$ cat src/rtl/cq_pin_irq_agg.sv
module cq_pin_irq_agg #(
  parameter int NQ   = 8,
  parameter int PW   = 16,
  parameter int NVEC = 32,
  localparam int QW  = (NQ > 1) ? $clog2(NQ) : 1,
  localparam int VW  = $clog2(NVEC),
  localparam int CW  = $clog2(NQ + 1)
) (
  input  logic            clk,
  input  logic            rst_n,
  input  logic            cr_valid,
  input  logic [QW-1:0]   cr_qid,
  input  logic [PW-1:0]   cr_size,
  input  logic [VW-1:0]   cr_vec,
  input  logic            cr_ien,
  input  logic            del_valid,
  input  logic [QW-1:0]   del_qid,
  input  logic            post_valid,
  input  logic [QW-1:0]   post_qid,
  input  logic            db_valid,
  input  logic [QW-1:0]   db_qid,
  input  logic [PW-1:0]   db_head,
  input  logic            mask_we,
  input  logic [NVEC-1:0] mask_wdata,
  output logic            irq_pin,
  output logic [NVEC-1:0] irq_status,
  output logic [CW-1:0]   pend_cnt
);

  logic [NQ-1:0]   q_on, q_ien;
  logic [VW-1:0]   q_vec  [NQ];
  logic [PW-1:0]   q_size [NQ];
  logic [PW-1:0]   q_head [NQ];
  logic [PW-1:0]   q_tail [NQ];

  logic [PW-1:0]   t_inc [NQ];
  logic [PW-1:0]   h_n   [NQ];
  logic [PW-1:0]   t_n   [NQ];
  logic [NQ-1:0]   cr_hit, del_hit, post_ok, db_ok, was_ne, now_ne, inc, dec;

  logic [NVEC-1:0] set_bits, status_n, mask_q;
  logic [CW-1:0]   cnt_q, cnt_n;
  logic            drain_req;

  assign pend_cnt = cnt_q;

  always_comb begin
    set_bits = '0;
    cnt_n    = cnt_q;
    for (int i = 0; i < NQ; i++) begin
      cr_hit[i]  = cr_valid && (cr_qid == QW'(i)) && !q_on[i] && (cr_size >= PW'(2));
      del_hit[i] = del_valid && (del_qid == QW'(i)) && q_on[i];
      t_inc[i]   = (q_tail[i] == q_size[i] - PW'(1)) ? '0 : q_tail[i] + PW'(1);
      was_ne[i]  = q_head[i] != q_tail[i];
      post_ok[i] = post_valid && (post_qid == QW'(i)) && q_on[i] && !del_hit[i]
                   && (t_inc[i] != q_head[i]);
      db_ok[i]   = db_valid && (db_qid == QW'(i)) && q_on[i] && !del_hit[i]
                   && was_ne[i] && (db_head < q_size[i]);
      t_n[i]     = post_ok[i] ? t_inc[i] : q_tail[i];
      h_n[i]     = db_ok[i] ? db_head : q_head[i];
      now_ne[i]  = h_n[i] != t_n[i];
      inc[i]     = q_ien[i] && !del_hit[i] && !was_ne[i] && now_ne[i];
      dec[i]     = q_ien[i] && was_ne[i] && (del_hit[i] || !now_ne[i]);
      if (post_ok[i] && q_ien[i] && now_ne[i])
        set_bits[q_vec[i]] = 1'b1;
      cnt_n = cnt_n + CW'(inc[i]) - CW'(dec[i]);
    end
    drain_req = |dec;
    status_n  = (drain_req && cnt_n == '0) ? '0 : (irq_status | set_bits);
  end

  always_ff @(posedge clk) begin
    if (!rst_n) begin
      q_on       <= '0;
      q_ien      <= '0;
      cnt_q      <= '0;
      irq_status <= '0;
      mask_q     <= '0;
      irq_pin    <= 1'b0;
      for (int i = 0; i < NQ; i++) begin
        q_vec[i]  <= '0;
        q_size[i] <= '0;
        q_head[i] <= '0;
        q_tail[i] <= '0;
      end
    end else begin
      for (int i = 0; i < NQ; i++) begin
        if (cr_hit[i]) begin
          q_on[i]   <= 1'b1;
          q_ien[i]  <= cr_ien;
          q_vec[i]  <= cr_vec;
          q_size[i] <= cr_size;
          q_head[i] <= '0;
          q_tail[i] <= '0;
        end else if (del_hit[i]) begin
          q_on[i]   <= 1'b0;
          q_ien[i]  <= 1'b0;
          q_head[i] <= '0;
          q_tail[i] <= '0;
        end else begin
          q_head[i] <= h_n[i];
          q_tail[i] <= t_n[i];
        end
      end
      cnt_q      <= cnt_n;
      irq_status <= status_n;
      if (mask_we) mask_q <= mask_wdata;
      irq_pin    <= |(irq_status & ~mask_q);
    end
  end

  logic [CW-1:0] live_cnt;
  always_comb begin
    live_cnt = '0;
    for (int i = 0; i < NQ; i++)
      live_cnt = live_cnt + CW'(q_on[i] && q_ien[i] && (q_head[i] != q_tail[i]));
  end

  assert_tally_match_R2: assert property (@(posedge clk) disable iff (!rst_n)
    cnt_q == live_cnt);

  assert_status_idle_R5: assert property (@(posedge clk) disable iff (!rst_n)
    (cnt_q == '0) |-> (irq_status == '0));

  assert_pin_release_R7: assert property (@(posedge clk) disable iff (!rst_n)
    $fell(irq_pin) |-> ($past(cnt_q) == '0 || $past(mask_q) != $past(mask_q, 2)));

  assert_empty_db_R3: assert property (@(posedge clk) disable iff (!rst_n)
    (db_valid && !post_valid && !del_valid && q_on[db_qid]
     && q_head[db_qid] == q_tail[db_qid]) |=> $stable(cnt_q));

  for (genvar g = 0; g < NQ; g++) begin : g_chk
    assert_ptr_range_R8: assert property (@(posedge clk) disable iff (!rst_n)
      q_on[g] |-> (q_head[g] < q_size[g] && q_tail[g] < q_size[g]));
  end

endmodule

$ cat config.mk
export PLATFORM = sky130hd
export DESIGN_NAME = cq_pin_irq_agg
export DESIGN_NICKNAME = d
export VERILOG_FILES = /design/src/rtl/cq_pin_irq_agg.sv
export SDC_FILE = /design/constraint.sdc
export NUM_CORES = 2
export LEC_CHECK = 0
export BUFFER_PORTS_ARGS = -buffer_cell sky130_fd_sc_hd__buf_2
export CAP_MARGIN = 5
export CORE_MARGIN = 4
export CORE_UTILIZATION = 50
export DETAILED_ROUTE_END_ITERATION = 6
export PLACE_DENSITY = 0.66
export SLEW_MARGIN = 20
export SYNTH_ARGS = -nofsm -noshare
export SYNTH_HDL_FRONTEND = slang
export SYNTH_SLANG_ARGS = --single-unit
$ cat constraint.sdc
create_clock -name clk -period 16.5 [get_ports clk]
set_input_delay 0.825 -clock clk [delete_from_list [all_inputs] [get_ports clk]]
set_output_delay 0.825 -clock clk [all_outputs]
set_load 0.01 [all_outputs]
# Word-level counts from Yosys, hierarchy flattened

Memory sizes are Yosys's and may differ from the RTL's.
Cells that the tools add are included.

Bits in writable memories: 424
Output and inout bits: 37
Memories: 4
Register bits after elaboration: 85
Word-level logic and storage cells: 674

Memories:

| memory | words | width | read ports | clocked after memory_dff | write ports | RTL line | RTL |
|---|---|---|---|---|---|---|---|
| q_head | 8     | 16    | 8          | 0                        | 8           | 33       | `logic [PW-1:0] q_head [NQ];` |
| q_size | 8     | 16    | 8          | 0                        | 8           | 32       | `logic [PW-1:0] q_size [NQ];` |
| q_tail | 8     | 16    | 8          | 0                        | 8           | 34       | `logic [PW-1:0] q_tail [NQ];` |
| q_vec  | 8     | 5     | 8          | 0                        | 8           | 31       | `logic [VW-1:0] q_vec [NQ];` |

Bitwise logic cells: 75
Equal/unequal tests: 60
Reductions and logical operators: 233
$add $sub $neg: 32
Mux-type cells: 225
$lt $le $gt $ge: 25

Operators with widths:

| kind                                                 | number |
|---|---|
| two-way mux 16 bit                                   | 80 |
| != test 16 bit                                       | 24 |
| two-way mux 32 bit                                   | 8 |
| bitwise OR 32 bit                                    | 8 |
| logical AND 1 bit                                    | 177 |
| adder 16 x 1 -> 16 bit, second input constant        | 8 |
| == test 16 bit                                       | 8 |
| < comparator 16 bit                                  | 8 |
| subtractor 16 x 1 -> 16 bit, second input constant   | 8 |
| two-way mux 1 bit                                    | 121 |
| bitwise OR 1 bit                                     | 64 |
| == test 3 bit, second input constant                 | 16 |
| < comparator 5 x 6 -> 1 bit, second input constant   | 8 |
| demux 1 bit (select 5 bit)                           | 8 |
| >= comparator 5 x 1 -> 1 bit, second input constant  | 8 |
| two-way mux 5 bit                                    | 8 |
| adder 4 x 1 -> 4 bit                                 | 8 |
| AND 32 bit                                           | 1 |
| logical NOT 1 bit                                    | 32 |
| inverter 32 bit                                      | 1 |
| OR reduction 32 bit                                  | 1 |
| subtractor 4 x 1 -> 4 bit                            | 8 |
| == test 3 x 2 -> 1 bit, second input constant        | 8 |
| >= comparator 16 x 2 -> 1 bit, second input constant | 1 |
| other kinds (8)                                      | 28 |

# Depth between registers and ports, before layout

Word-level depth: 30
Depth in mapped cells: 38
Gate-level depth less buffers: 33

# Worst setup path before layout

OpenSTA, ideal clock, no wires.

Path type: register -> register
Start point: memory q_size[0][0]
End point: register irq_status[19]
Stages on the path, launching flop included: 39
Buffers on the path: 5
Arrival: 8.808 ns
Slack: 7.567 ns
Period minus slack after synthesis: 8.933 ns
Data required time: 16.375 ns
Cells stage by stage: edfxtp_1 -> inv_1 -> ha_1 -> or4b_2 -> xnor2_1 -> nor3b_1 -> o32ai_1 -> nor4_1 -> nand2_1 -> clkbuf_1 -> o21ai_0 -> a222oi_1 -> and4_1 -> clkbuf_1 -> or4_1 -> and3b_1 -> nor4_1 -> nand4_1 -> [3 not listed] -> o211ai_1 -> fa_1 -> inv_1 -> fa_1 -> inv_1 -> fa_1 -> inv_1 -> fa_1 -> fa_1 -> inv_1 -> ha_1 -> fa_1 -> nor2_1 -> nand2_1 -> o21ai_0 -> o41ai_4 -> buf_2 -> o41a_1

RTL lines:

| item                 | RTL line | RTL |
|---|---|---|
| start, declared      | 32       |  |
| end signal, assigned | 106      | `irq_status <= status_n;` |
| end, declared        | 26       | `output logic [NVEC-1:0] irq_status,` |

==> flow_summary_export.csv <==
group,metric,value,unit
placement,io_buffer_count,125,
cts,tritoncts_clock_tree,"built",
sta,fin_crit,11710,ps
floorplan,placementRows,107,
grt,grt_pass1_vias,37948,
setup_path,required_worst_endpoint,17030,ps
floorplan,placeable_core_region,85400,um2
detailed_routing,wirelength,156000,um
yosys,netlist-cell-type-count,105,
placement,dp_worst_setup_slack,5060,ps
floorplan,io_pins,126,
setup_path,critical_path.slowest_cell,"sky130_fd_sc_hd__a211oi_1",
power,clock_power_share,40.9,%
cts,post_cts_buffers,0,
detailed_routing,drt_pass1_iterations,6,
finish,final_net_count,5404,
floorplan,chipHeight,302,um
cts,ctsLongestPathBuffers,3,
cts,clkSlewWorstSetupHoldPaths,60,ps
yosys,leading_post_synthesis_cells_by_cell_area,"sky130_fd_sc_hd__edfxtp_1 30%, sky130_fd_sc_hd__xnor2_1 5.1%, sky130_fd_sc_hd__xor2_1 5.0%, sky130_fd_sc_hd__nor2_1 4.9%, sky130_fd_sc_hd__mux2i_1 4.5%",
cts,ctsResizeCount,0,
sta,fin_tns_setup,0,ps
power,sequentialPowerShare,42.8,%
placement,dpl.cell_count,6238,
yosys,seq_area_frac_synth,33.4,%
yosys,synth_top_area_share,29.5,%
setup_path,crit_path_start_kind,"flip-flop",
setup_path,cp_slowest_stage_delay,800,ps
power,power_frac_comb,16.3,%
power,net-switching-power,1.16,mW
setup_path,worstPathBufferInverterCount,7,
yosys,synth-main-ff-cell,"sky130_fd_sc_hd__edfxtp_1",
floorplan,width_of_the_chip,302,um
sta,rsz_0062_raised_after_global_routing,"false",
cts,cts_hold_fix_bufs,0,
finish,post_route_cells_drive_above_1_share,7.50,%
run,drv.max_cap_violation_count,0,
sta,min_period_over_period,71.0,%
grt,grt_usage,33.3,%
power,cellPowerDensity,80.3,nW/um2
setup_path,cp_data_arrival_time,12240,ps
grt,number_of_antenna_violations_at_the_first_check_in_global_routing,16,
floorplan,initial_core_util,50.5,%
cts,total_cts_buffers,66,
yosys,synth-edff-count,424,
placement,place_congestion,0.989,
power,internal,2.67,mW
sta,timing_worst_slew_pin_value,1160,ps
setup_path,critPathKind,"flip-flop to flip-flop",
yosys,synth_top_cell_by_area,"sky130_fd_sc_hd__edfxtp_1",
placement,post-dp-hpwl,112000,um
sta,worst_clock_skew,33.2,ps
grt,grt_max_degree,93,
sta,layout_setup_ws,4790,ps
power,netSwitchingFraction,30.2,%
power,power,3.82,mW
setup_path,critPathCaptureType,"flip-flop",
yosys,yosys_warnings,0,
setup_path,path_common_cell,"sky130_fd_sc_hd__fa_1",
detailed_routing,drc,0,
grt,grt_first_pass_wirelength,233000,um
yosys,ys_async_sr_fraction,0,%
floorplan,dieArea,91100,um2
cts,clock_sinks,509,
setup_path,timing.critical_path.max_delay_family,"compound AO/OA/AOI/OAI gates",
detailed_routing,antenna_left,0,
yosys,ys_ff_latch,509,
outcome,status,"complete, no violations",
power,power_leakage,18.0,nW
detailed_routing,number_of_drc_markers_in_iteration_0,5208,
finish,synthToLayoutAreaGrowth,10.4,%
yosys,syn_area,43200,um2
min_path,hp-class,"primary input to flip-flop",
finish,fill_cells,8066,
sta,maxClockFrequency,0.0854,GHz
setup_path,timing.critical_path.fanout_max,32,
cts,clk-insertion-delay-late,650,ps
sta,count_of_endpoints_failing_setup_in_the_final_report,0,
sta,slew_headroom,22.6,%
detailed_routing,dr_vias_cell,6.37,
detailed_routing,vias,40530,
sta,timing.hold.ws,443,ps
cts,htree_num_levels,3,
cts,ctsRootBufferMaster,"sky130_fd_sc_hd__clkbuf_16",
sta,drv_slew,0,
grt,grt_overflow_total,0,
power,power.ir.vdd_worst,0.0888,mV
detailed_routing,avgRoutedWirePerCell,24.5,um
finish,finalNonFillerCells,6363,
yosys,synth.avg_cell_area,8.64,um2
yosys,synth_cells,4992,
sta,hold_viol,0,
[per-layer routing]
metal,part of all wire (%),up-vias,GRT usage (%)
li1,-,18571,-
met1,42,19459,46.4
met4,4.2,8,12.4
met3,9.5,410,5.50
met2,44,2082,52.0
met5,0.029,-,0
[cells in the final DEF, fill, tap and decap left out, types with 32 or more instances in the layout]
master and n:
sky130_fd_sc_hd__nor2_1 565, sky130_fd_sc_hd__edfxtp_1 424, sky130_fd_sc_hd__nand2_1 328, sky130_fd_sc_hd__inv_1 269, sky130_fd_sc_hd__conb_1 256, sky130_fd_sc_hd__xnor2_1 252
sky130_fd_sc_hd__xor2_1 248, sky130_fd_sc_hd__mux2i_1 196, sky130_fd_sc_hd__a21oi_1 192, sky130_fd_sc_hd__nand3_1 171, sky130_fd_sc_hd__nor3_1 167, sky130_fd_sc_hd__nor4_1 153
sky130_fd_sc_hd__ha_1 140, sky130_fd_sc_hd__o21ai_0 127, sky130_fd_sc_hd__buf_2 125, sky130_fd_sc_hd__nand4_1 113, sky130_fd_sc_hd__nor2b_1 96, sky130_fd_sc_hd__dfxtp_1 85
sky130_fd_sc_hd__clkbuf_16 68, sky130_fd_sc_hd__nand2b_1 61, sky130_fd_sc_hd__or3_1 60, sky130_fd_sc_hd__buf_4 54, sky130_fd_sc_hd__or4_1 50, sky130_fd_sc_hd__and3_1 48
sky130_fd_sc_hd__o211ai_1 44, sky130_fd_sc_hd__a31oi_1 41, sky130_fd_sc_hd__a22oi_1 40, sky130_fd_sc_hd__o22ai_1 39, sky130_fd_sc_hd__o221ai_1 39, sky130_fd_sc_hd__o21a_1 38
sky130_fd_sc_hd__a211oi_1 37, sky130_fd_sc_hd__nand3b_1 35, sky130_fd_sc_hd__and4_1 32, sky130_fd_sc_hd__and2_1 32
[cell usage after synthesis (41+ instances only)]
cell,count
sky130_fd_sc_hd__a21oi_1,193
sky130_fd_sc_hd__mux2i_1,196
sky130_fd_sc_hd__nand3_1,171
sky130_fd_sc_hd__nand2b_1,61
sky130_fd_sc_hd__ha_1,140
sky130_fd_sc_hd__or4_1,50
sky130_fd_sc_hd__a31oi_1,41
sky130_fd_sc_hd__nor2_1,568
sky130_fd_sc_hd__nor3_1,167
sky130_fd_sc_hd__edfxtp_1,424
sky130_fd_sc_hd__and3_1,48
sky130_fd_sc_hd__o21ai_0,127
sky130_fd_sc_hd__nor2b_1,96
sky130_fd_sc_hd__xor2_1,248
sky130_fd_sc_hd__o211ai_1,44
sky130_fd_sc_hd__inv_1,269
sky130_fd_sc_hd__or3_1,60
sky130_fd_sc_hd__nand4_1,113
sky130_fd_sc_hd__dfxtp_1,85
sky130_fd_sc_hd__clkbuf_1,259
sky130_fd_sc_hd__xnor2_1,252
sky130_fd_sc_hd__nand2_1,329
sky130_fd_sc_hd__nor4_1,156
[power groups by stage]
stage / Combinational [mW] / Clock [mW] / Sequential (mW)
after floorplan: 0.496 / 0 / 1.56
after global placement: 0.600 / 0 / 1.66
after detailed placement: 0.607 / 0 / 1.66
after CTS: 0.611 / 1.59 / 1.63
after global routing: 0.687 / 1.63 / 1.65
final: 0.623 / 1.56 / 1.64
[state kept, by name (all words and copies together), names as in the netlist]
name / cells
q_head: 128
mask_q: 32
irq_pin: 1
q_size: 128
q_ien: 8
pend_cnt: 4
q_vec: 40
q_tail: 128
q_on: 8
irq_status: 32
[layout make-up]
| cell class | instances | area [um2] | area share (%) |
|---|---|---|---|
| multi-input combinational | 4137 | 27400 | 57.5 |
| sequential | 509 | 14400 | 30.3 |
| clock buffer | 80 | 1790 | 3.75 |
| tap | 1144 | 1430 | 3.00 |
| timing repair buffer | 179 | 1030 | 2.16 |
| inverter | 269 | 1010 | 2.12 |
| clock inverter | 40 | 533 | 1.12 |
| antenna | 5 | 12.5 | 0.0263 |
[stage by stage]
| step | instance area [um2] | utilization (%) |
|---|---|---|
| final | 47700 | 55.8 |
| after floorplan | 44100 | - |
| after detailed placement | 45300 | 53.1 |
| after global placement | 45300 | 53.1 |
| after CTS | 47600 | 55.8 |
| after global routing | 47600 | 55.8 |
[worst paths after layout]
kind,from,to,slack (ps),cells after the start
worst max-delay path,q_size[0][53],irq_status[6],4790,33
worst min-delay path,mask_wdata[30],mask_q[30],440,3
worst max register to register,q_size[0][53],irq_status[6],4790,33
worst min register to register,mask_q[24],mask_q[24],520,2
[worst reg2reg max path, delay by kind of cell, from the launching register on]
family                     cells  cell delay (ps)
buffers and inverters          7              970
and+or+nand+nor                8             2840
AOI/OAI and AO/OA              9             3860
DFF                            1              510
muxes                          1              210
adders and majority gates      7             3010
xor gates and xnor gates       1              190
[kinds of logic after synthesis]
| kind of cell | after synthesis | synth area share (%) |
|---|---|---|
| simple gates | 2052 | 24.9 |
| compound gates | 946 | 15.6 |
| buf+inv | 601 | 5.43 |
| xor+xnor | 515 | 10.9 |
| flops | 509 | 33.4 |
| mux | 214 | 5.02 |
| fa+ha+maj | 154 | 4.69 |
| other cells | 1 | 0.00869 |
(Power assumes the default switching activity.)
